===== src/rtl/jtp_pkg.sv =====
`timescale 1ns/1ps
package jtp_pkg;

    typedef enum logic [3:0] {
        TS_RESET, TS_IDLE,
        TS_SEL_DR, TS_CAP_DR, TS_SH_DR, TS_EX1_DR, TS_PAU_DR, TS_EX2_DR, TS_UPD_DR,
        TS_SEL_IR, TS_CAP_IR, TS_SH_IR, TS_EX1_IR, TS_PAU_IR, TS_EX2_IR, TS_UPD_IR
    } tap_state_t;

    typedef struct packed {
        logic in_reset;
        logic cap_dr;
        logic sh_dr;
        logic upd_dr;
        logic cap_ir;
        logic sh_ir;
        logic upd_ir;
    } tap_ctl_t;

endpackage


===== src/rtl/jtp_fsm.sv =====
`timescale 1ns/1ps
module jtp_fsm
    import jtp_pkg::*;
(
    input  logic       tck,
    input  logic       trst_n,
    input  logic       tms,
    output tap_state_t state,
    output tap_ctl_t   ctl
);

    tap_state_t nxt;

    always_ff @(posedge tck or negedge trst_n) begin
        if (!trst_n) state <= TS_RESET;
        else         state <= nxt;
    end

    always_comb begin
        nxt = state;
        unique case (state)
            TS_RESET:  nxt = tms ? TS_RESET  : TS_IDLE;
            TS_IDLE:   nxt = tms ? TS_SEL_DR : TS_IDLE;
            TS_SEL_DR: nxt = tms ? TS_SEL_IR : TS_CAP_DR;
            TS_CAP_DR: nxt = tms ? TS_EX1_DR : TS_SH_DR;
            TS_SH_DR:  nxt = tms ? TS_EX1_DR : TS_SH_DR;
            TS_EX1_DR: nxt = tms ? TS_UPD_DR : TS_PAU_DR;
            TS_PAU_DR: nxt = tms ? TS_EX2_DR : TS_PAU_DR;
            TS_EX2_DR: nxt = tms ? TS_UPD_DR : TS_SH_DR;
            TS_UPD_DR: nxt = tms ? TS_SEL_DR : TS_IDLE;
            TS_SEL_IR: nxt = tms ? TS_RESET  : TS_CAP_IR;
            TS_CAP_IR: nxt = tms ? TS_EX1_IR : TS_SH_IR;
            TS_SH_IR:  nxt = tms ? TS_EX1_IR : TS_SH_IR;
            TS_EX1_IR: nxt = tms ? TS_UPD_IR : TS_PAU_IR;
            TS_PAU_IR: nxt = tms ? TS_EX2_IR : TS_PAU_IR;
            TS_EX2_IR: nxt = tms ? TS_UPD_IR : TS_SH_IR;
            TS_UPD_IR: nxt = tms ? TS_SEL_DR : TS_IDLE;
            default:   nxt = TS_RESET;
        endcase
    end

    always_comb begin
        ctl          = '0;
        ctl.in_reset = (state == TS_RESET);
        ctl.cap_dr   = (state == TS_CAP_DR);
        ctl.sh_dr    = (state == TS_SH_DR);
        ctl.upd_dr   = (state == TS_UPD_DR);
        ctl.cap_ir   = (state == TS_CAP_IR);
        ctl.sh_ir    = (state == TS_SH_IR);
        ctl.upd_ir   = (state == TS_UPD_IR);
    end

endmodule


===== src/rtl/jtp_ir.sv =====
`timescale 1ns/1ps
module jtp_ir
    import jtp_pkg::*;
#(
    parameter int IR_W = 4
) (
    input  logic            tck,
    input  logic            trst_n,
    input  logic            tdi,
    input  tap_ctl_t        ctl,
    output logic [IR_W-1:0] ir_q,
    output logic [IR_W-1:0] ir_sh
);

    localparam logic [IR_W-1:0] IR_CAPTURE = {{(IR_W-1){1'b0}}, 1'b1};
    localparam logic [IR_W-1:0] IR_BYPASS  = {IR_W{1'b1}};

    always_ff @(posedge tck or negedge trst_n) begin
        if (!trst_n) begin
            ir_sh <= '0;
        end else if (ctl.cap_ir) begin
            ir_sh <= IR_CAPTURE;
        end else if (ctl.sh_ir) begin
            ir_sh <= {tdi, ir_sh[IR_W-1:1]};
        end
    end

    always_ff @(posedge tck or negedge trst_n) begin
        if (!trst_n)          ir_q <= IR_BYPASS;
        else if (ctl.in_reset) ir_q <= IR_BYPASS;
        else if (ctl.upd_ir)   ir_q <= ir_sh;
    end

endmodule


===== src/rtl/jtp_dr.sv =====
`timescale 1ns/1ps
module jtp_dr
    import jtp_pkg::*;
#(
    parameter int              IR_W   = 4,
    parameter int              PE_W   = 16,
    parameter logic [PE_W-1:0] PE_SIG = 16'hA370,
    parameter logic [IR_W-1:0] OP_RST = 4'hC,
    parameter logic [IR_W-1:0] OP_PE  = 4'h4
) (
    input  logic            tck,
    input  logic            trst_n,
    input  logic            tdi,
    input  tap_ctl_t        ctl,
    input  logic [IR_W-1:0] ir_q,
    output logic            core_reset,
    output logic            prog_enabled,
    output logic            dr_lsb
);

    logic            sel_rst;
    logic            sel_pe;
    logic            sel_byp;
    logic            byp_q;
    logic            rst_q;
    logic [PE_W-1:0] pe_q;

    always_comb begin
        sel_rst = (ir_q == OP_RST);
        sel_pe  = (ir_q == OP_PE);
        sel_byp = !sel_rst && !sel_pe;
    end

    always_ff @(posedge tck or negedge trst_n) begin
        if (!trst_n)                  byp_q <= 1'b0;
        else if (sel_byp && ctl.cap_dr) byp_q <= 1'b0;
        else if (sel_byp && ctl.sh_dr)  byp_q <= tdi;
    end

    always_ff @(posedge tck or negedge trst_n) begin
        if (!trst_n)                  rst_q <= 1'b0;
        else if (ctl.in_reset)        rst_q <= 1'b0;
        else if (sel_rst && ctl.sh_dr) rst_q <= tdi;
    end

    generate
        for (genvar g = 0; g < PE_W; g++) begin : g_pe
            always_ff @(posedge tck or negedge trst_n) begin
                if (!trst_n)                  pe_q[g] <= 1'b0;
                else if (sel_pe && ctl.sh_dr) begin
                    if (g == PE_W - 1) pe_q[g] <= tdi;
                    else               pe_q[g] <= pe_q[(g == PE_W - 1) ? g : g + 1];
                end
            end
        end
    endgenerate

    always_ff @(posedge tck or negedge trst_n) begin
        if (!trst_n)                    prog_enabled <= 1'b0;
        else if (ctl.in_reset)          prog_enabled <= 1'b0;
        else if (sel_pe && ctl.upd_dr)  prog_enabled <= (pe_q == PE_SIG);
    end

    always_comb begin
        core_reset = rst_q;
        if (sel_rst)     dr_lsb = rst_q;
        else if (sel_pe) dr_lsb = pe_q[0];
        else             dr_lsb = byp_q;
    end

endmodule


===== src/rtl/jtag_tap_prog.sv =====
`timescale 1ns/1ps
module jtag_tap_prog
    import jtp_pkg::*;
#(
    parameter int              IR_W   = 4,
    parameter int              PE_W   = 16,
    parameter logic [PE_W-1:0] PE_SIG = 16'hA370,
    parameter logic [IR_W-1:0] OP_RST = 4'hC,
    parameter logic [IR_W-1:0] OP_PE  = 4'h4
) (
    input  logic tck,
    input  logic trst_n,
    input  logic tms,
    input  logic tdi,
    output logic tdo,
    output logic tdo_oe,
    output logic core_reset,
    output logic prog_enabled
);

    tap_state_t      tap_state;
    tap_ctl_t        ctl;
    logic [IR_W-1:0] ir_q;
    logic [IR_W-1:0] ir_sh;
    logic            dr_lsb;

    jtp_fsm u_fsm (
        .tck    (tck),
        .trst_n (trst_n),
        .tms    (tms),
        .state  (tap_state),
        .ctl    (ctl)
    );

    jtp_ir #(.IR_W(IR_W)) u_ir (
        .tck    (tck),
        .trst_n (trst_n),
        .tdi    (tdi),
        .ctl    (ctl),
        .ir_q   (ir_q),
        .ir_sh  (ir_sh)
    );

    jtp_dr #(
        .IR_W   (IR_W),
        .PE_W   (PE_W),
        .PE_SIG (PE_SIG),
        .OP_RST (OP_RST),
        .OP_PE  (OP_PE)
    ) u_dr (
        .tck          (tck),
        .trst_n       (trst_n),
        .tdi          (tdi),
        .ctl          (ctl),
        .ir_q         (ir_q),
        .core_reset   (core_reset),
        .prog_enabled (prog_enabled),
        .dr_lsb       (dr_lsb)
    );

    always_ff @(negedge tck or negedge trst_n) begin
        if (!trst_n) begin
            tdo    <= 1'b0;
            tdo_oe <= 1'b0;
        end else begin
            tdo_oe <= ctl.sh_dr || ctl.sh_ir;
            if (ctl.sh_ir)      tdo <= ir_sh[0];
            else if (ctl.sh_dr) tdo <= dr_lsb;
            else                tdo <= 1'b0;
        end
    end

endmodule


===== config.mk =====
export PLATFORM = sky130hd
export DESIGN_NAME = jtag_tap_prog
export DESIGN_NICKNAME = d
export VERILOG_FILES = /design/src/rtl/jtp_pkg.sv /design/src/rtl/jtp_fsm.sv /design/src/rtl/jtp_ir.sv /design/src/rtl/jtp_dr.sv /design/src/rtl/jtag_tap_prog.sv
export SDC_FILE = /design/constraint.sdc
export NUM_CORES = 1
export LEC_CHECK = 0
export BUFFER_PORTS_ARGS = -buffer_cell sky130_fd_sc_hd__buf_4
export CORE_UTILIZATION = 50
export CTS_CLUSTER_DIAMETER = 80
export DETAILED_ROUTE_END_ITERATION = 6
export PLACE_DENSITY_LB_ADDON = 0.25
export SLEW_MARGIN = 20
export SYNTH_ARGS = -nofsm -noshare
export SYNTH_HDL_FRONTEND = slang
export SYNTH_SLANG_ARGS = --single-unit

===== constraint.sdc =====
create_clock -name tck -period 3.5 [get_ports tck]
set_input_delay 0.7 -clock tck [delete_from_list [all_inputs] [get_ports tck]]
set_output_delay 0.7 -clock tck [all_outputs]
set_load 0.005 [all_outputs]

# Word-level counts from Yosys, hierarchy flattened
# Index checks and enable logic that the tools add are counted.
[word_totals]
input_bits = 4
elab_cells = 87
output_inout_bits = 4
regBits = 33
[classes]
n_mux = 27
eq_ne = 18
n_reduce_logical = 18
[ops]
columns = ["operator", "n"]
rows = [
  ["$pmux W4 S12", 1],
  ["$eq A4 B4 Y1 const B", 9],
  ["$mux W4", 8],
  ["$eq A4 B3 Y1 const B", 5],
  ["$eq A16 B16 Y1 const B", 1],
  ["$mux W1", 13],
  ["$reduce_bool A2 Y1", 5],
  ["$eq A4 B2 Y1 const B", 2],
  ["$logic_and A1 B1 Y1", 6],
  ["$mux W2", 3],
  ["$mux W3", 2],
  ["$eq A4 B1 Y1 const B", 1],
  ["$logic_not A4 Y1", 1],
  ["$reduce_or A2 Y1", 2],
  ["$reduce_or A3 Y1", 1],
  ["$logic_not A1 Y1", 2],
  ["$logic_or A1 B1 Y1", 1],
]

# Depth between registers and ports, before layout
[depth]
word_depth = 6
mapped_depth = 5

# Cells and area by module
# A second synthesis with hierarchy kept.
[hier_totals]
cells_unflattened = 138
area_unflattened_um2 = 1617.8
[modules_own_cells]
columns = ["mod", "seq_area_each_um2", "cells_each", "instances", "area_per_inst_um2"]
rows = [
  ["jtp_dr", 475.5, 61, 1, 882.1],
  ["jtp_fsm", 100.1, 46, 1, 340.3],
  ["jtp_ir", 205.2, 25, 1, 326.6],
  ["jtag_tap_prog", 50.0, 6, 1, 68.8],
]

==> load_flow_metrics.sql <==
INSERT INTO impl_metrics (metric_group, metric, value, unit) VALUES
('outcome', 'outcome', 'complete, no violations', ''),
('timing', 'finalSetupViolCount', '0', ''),
('synth', 'postSynthCellCount', '146', ''),
('global_route', 'busiest_layer', 'met2', ''),
('synth', 'syn_area', '1684', 'µm²'),
('placement', 'portBuffers', '7', ''),
('cts', 'postCtsSetupRepairBufs', '0', ''),
('worst_setup_path', 'critical_path.top_delay_family', 'flip-flops', ''),
('synth', 'synth_largest_type_area_fraction', '40.12', '%'),
('worst_setup_path', 'r2r_end', 'tdo', ''),
('global_route', 'initial_antenna_violation_count', '0', ''),
('drt', 'drt-initial-drc-count', '37', ''),
('power', 'powerDensity', '655.8', 'nW/µm²'),
('cts', 'cts.sinks', '33', ''),
('drt', 'route.vias.total', '1142', ''),
('cts', 'clock_path_buffers', '2', ''),
('synth', 'seq_area_frac_synth', '49.33', '%'),
('hold_path', 'hold_class', 'in2async', ''),
('synth', 'post-synth-top-count-cell', 'sky130_fd_sc_hd__dfrtp_1', ''),
('floorplan', 'fp.dieW', '60.04', 'µm'),
('global_route', 'grt_util_met2', '31.27', '%'),
('timing', 'timing_max_transition_violations_final', '0', ''),
('worst_setup_path', 'worst-path-max-fanout', '1', ''),
('worst_setup_path', 'worstPathCellList', 'buf_4', ''),
('cts', 'clock_tree.root_cell', 'sky130_fd_sc_hd__clkbuf_4', ''),
('synth', 'async_flop_share', '100.0', '%'),
('flow_run', 'max_cap_violations', '0', ''),
('drt', 'postRouteAntennaNets', '0', ''),
('worst_setup_path', 'reg2reg_depth', '3', ''),
('worst_setup_path', 'critical_path.reg2reg.startpoint', 'u_fsm.state[0]', ''),
('placement', 'place_inst', '193', ''),
('global_route', 'grt_remaining_overflow', '0', ''),
('cells_and_area', 'insertedDiodeCount', '0', ''),
('timing', 'setup_tns', '0', 'ps'),
('global_route', 'global_route.usage.met1', '26.84', '%'),
('floorplan', 'floorplan.core_area', '3128', 'µm²'),
('cts', 'cts-htree-levels', '2', ''),
('synth', 'number_of_enable_type_register_cells_in_the_synthesized_netlist', '0', ''),
('timing', 'setup_repair_after_global_routing_missed_its_margin', 'false', ''),
('timing', 'fin_worst_hold_slack', '201.7', 'ps'),
('cells_and_area', 'layout_cell_share_with_drive_strength_beyond_1', '30.57', '%'),
('global_route', 'pin_count_of_the_biggest_net_entering_global_routing', '28', ''),
('synth', 'postSynth.topFlopCell', 'sky130_fd_sc_hd__dfrtp_1', ''),
('placement', 'dpl.hpwl', '2.183', 'mm'),
('cells_and_area', 'area_growth', '8.544', '%'),
('power', 'worst_ir_drop_vdd', '0.0003009', 'V'),
('cells_and_area', 'layout.core_utilization', '58.44', '%'),
('floorplan', 'floorplan.initialDensity', '53.84', '%'),
('cts', 'tritoncts_clock_tree', 'done', ''),
('global_route', 'first_global_vias', '1096', ''),
('worst_setup_path', 'slowest_stage', 'sky130_fd_sc_hd__dfrtn_1', ''),
('synth', 'ys_seq_elements', '33', ''),
('placement', 'gpl.final_weighted_congestion', '0.7459', ''),
('worst_setup_path', 'worst_setup_path_startpoint', 'tdo', ''),
('synth', 'synth.lib_cells_used.distinct', '45', ''),
('worst_setup_path', 'worst_ep_arrival', '2590', 'ps'),
('worst_setup_path', 'timing_worst_setup_path_type', 'reg2out', ''),
('power', 'static-leakage-power', '0.0008221', 'µW'),
('worst_setup_path', 'endpoint_required_time_on_the_critical_path', '2800', 'ps'),
('worst_setup_path', 'crit_path_end_kind', 'output pin', ''),
('cts', 'clk_latency', '330', 'ps'),
('cells_and_area', 'finalNonFillerCells', '201', ''),
('timing', 'hold_violations', '0', ''),
('synth', 'yosys_warnings', '0', ''),
('worst_setup_path', 'timing.critical_path.buf_inv', '1', ''),
('floorplan', 'die_area', '3604', 'µm²'),
('floorplan', 'row_count', '20', ''),
('worst_setup_path', 'worst-r2r-setup-slack', '320', 'ps'),
('cts', 'tritoncts.num_buffers', '5', ''),
('synth', 'syn_avg_cell_area', '11.54', 'µm²'),
('drt', 'remaining_drc_errors', '0', '');
==> logic make-up (layout without fill, tap and decap cells) <==
kind of cell,Yosys count,in the layout,share of synthesized area [%]
DFF,33,33,49.33
buffers and inverters,14,25,4.903
muxes,22,22,16.27
and+or+nand+nor,49,49,18.95
AOI/OAI and AO/OA,27,27,10.03
xor gates and xnor gates,1,1,0.5202
==> registers in the layout (all words and copies together) (netlist names) <==
name and count:
tdo 1, tdo_oe 1, u_dr.byp_q 1, u_dr.core_reset 1, u_dr.pe_q 16, u_dr.prog_enabled 1
u_fsm.state 4, u_ir.ir_q 4, u_ir.ir_sh 4
==> power by group <==
part / internal, µW / switching, µW / total, µW
Combinational: 199 / 219 / 419
Sequential: 468 / 105 / 574
Clock: 75.6 / 131 / 206
Total: 743 / 456 / 1200
==> cells in the final DEF, fill, tap and decap left out, types with 2 or more instances in the layout <==
master                     count
sky130_fd_sc_hd__dfstp_2       4
sky130_fd_sc_hd__nor3b_1       2
sky130_fd_sc_hd__dfrtn_1       2
sky130_fd_sc_hd__clkbuf_4      5
sky130_fd_sc_hd__buf_4        14
sky130_fd_sc_hd__mux2i_1       6
sky130_fd_sc_hd__nor4b_1       2
sky130_fd_sc_hd__nor2_1        4
sky130_fd_sc_hd__mux2_4        9
sky130_fd_sc_hd__nand2b_1      2
sky130_fd_sc_hd__o22ai_1       2
sky130_fd_sc_hd__dfrtp_1      27
sky130_fd_sc_hd__nand3b_1      3
sky130_fd_sc_hd__inv_1         3
sky130_fd_sc_hd__nor4bb_1      4
sky130_fd_sc_hd__nand3_1       3
sky130_fd_sc_hd__nor3_1        6
sky130_fd_sc_hd__nand2_1      13
sky130_fd_sc_hd__o21ai_0       7
sky130_fd_sc_hd__mux2_2        7
sky130_fd_sc_hd__clkinv_2      2
sky130_fd_sc_hd__a21oi_1       8
==> metrics by stage <==
step                area [µm²]  setup WS [ps]
floorplan                 1684          358.9
global placement          1773          411.5
detailed placement        1773          375.1
CTS                       1828          190.5
global route              1828          158.8
finish                    1828          208.0
==> worst reg2reg max path, cell delays in order (launching register included) <==
cell                      delay, ps
sky130_fd_sc_hd__dfrtp_1        700
sky130_fd_sc_hd__nor4b_4        120
sky130_fd_sc_hd__and2_4         170
sky130_fd_sc_hd__a221o_1        280
==> worst max-delay path by stage <==
stage	to	slack (ps)	cells past startpoint
2_1_floorplan	tdo	360	3
3_3_place_gp	tdo	410	3
3_5_place_dp	tdo	380	3
4_1_cts	tdo	190	1
5_1_grt	tdo	160	1
6_report	tdo	210	1
==> cell type report <==
cell class,instances,area [µm²]
Sequential cell,33,830.8
Tap cell,44,55.05
Clock buffer,5,37.54
Fill cell,262,1300
Inverter,3,11.26
Clock inverter,3,17.52
Multi-Input combinational cell,99,770.7
Timing Repair Buffer,14,105.1
==> per-layer routing <==
layer / vias up / wire length [µm]
met1: 570 / 1430
met2: 20 / 1492
met5: - / 0
met4: 0 / 47
met3: 5 / 108
li1: 547 / -
No activity file was read; power rests on OpenSTA's default activity.
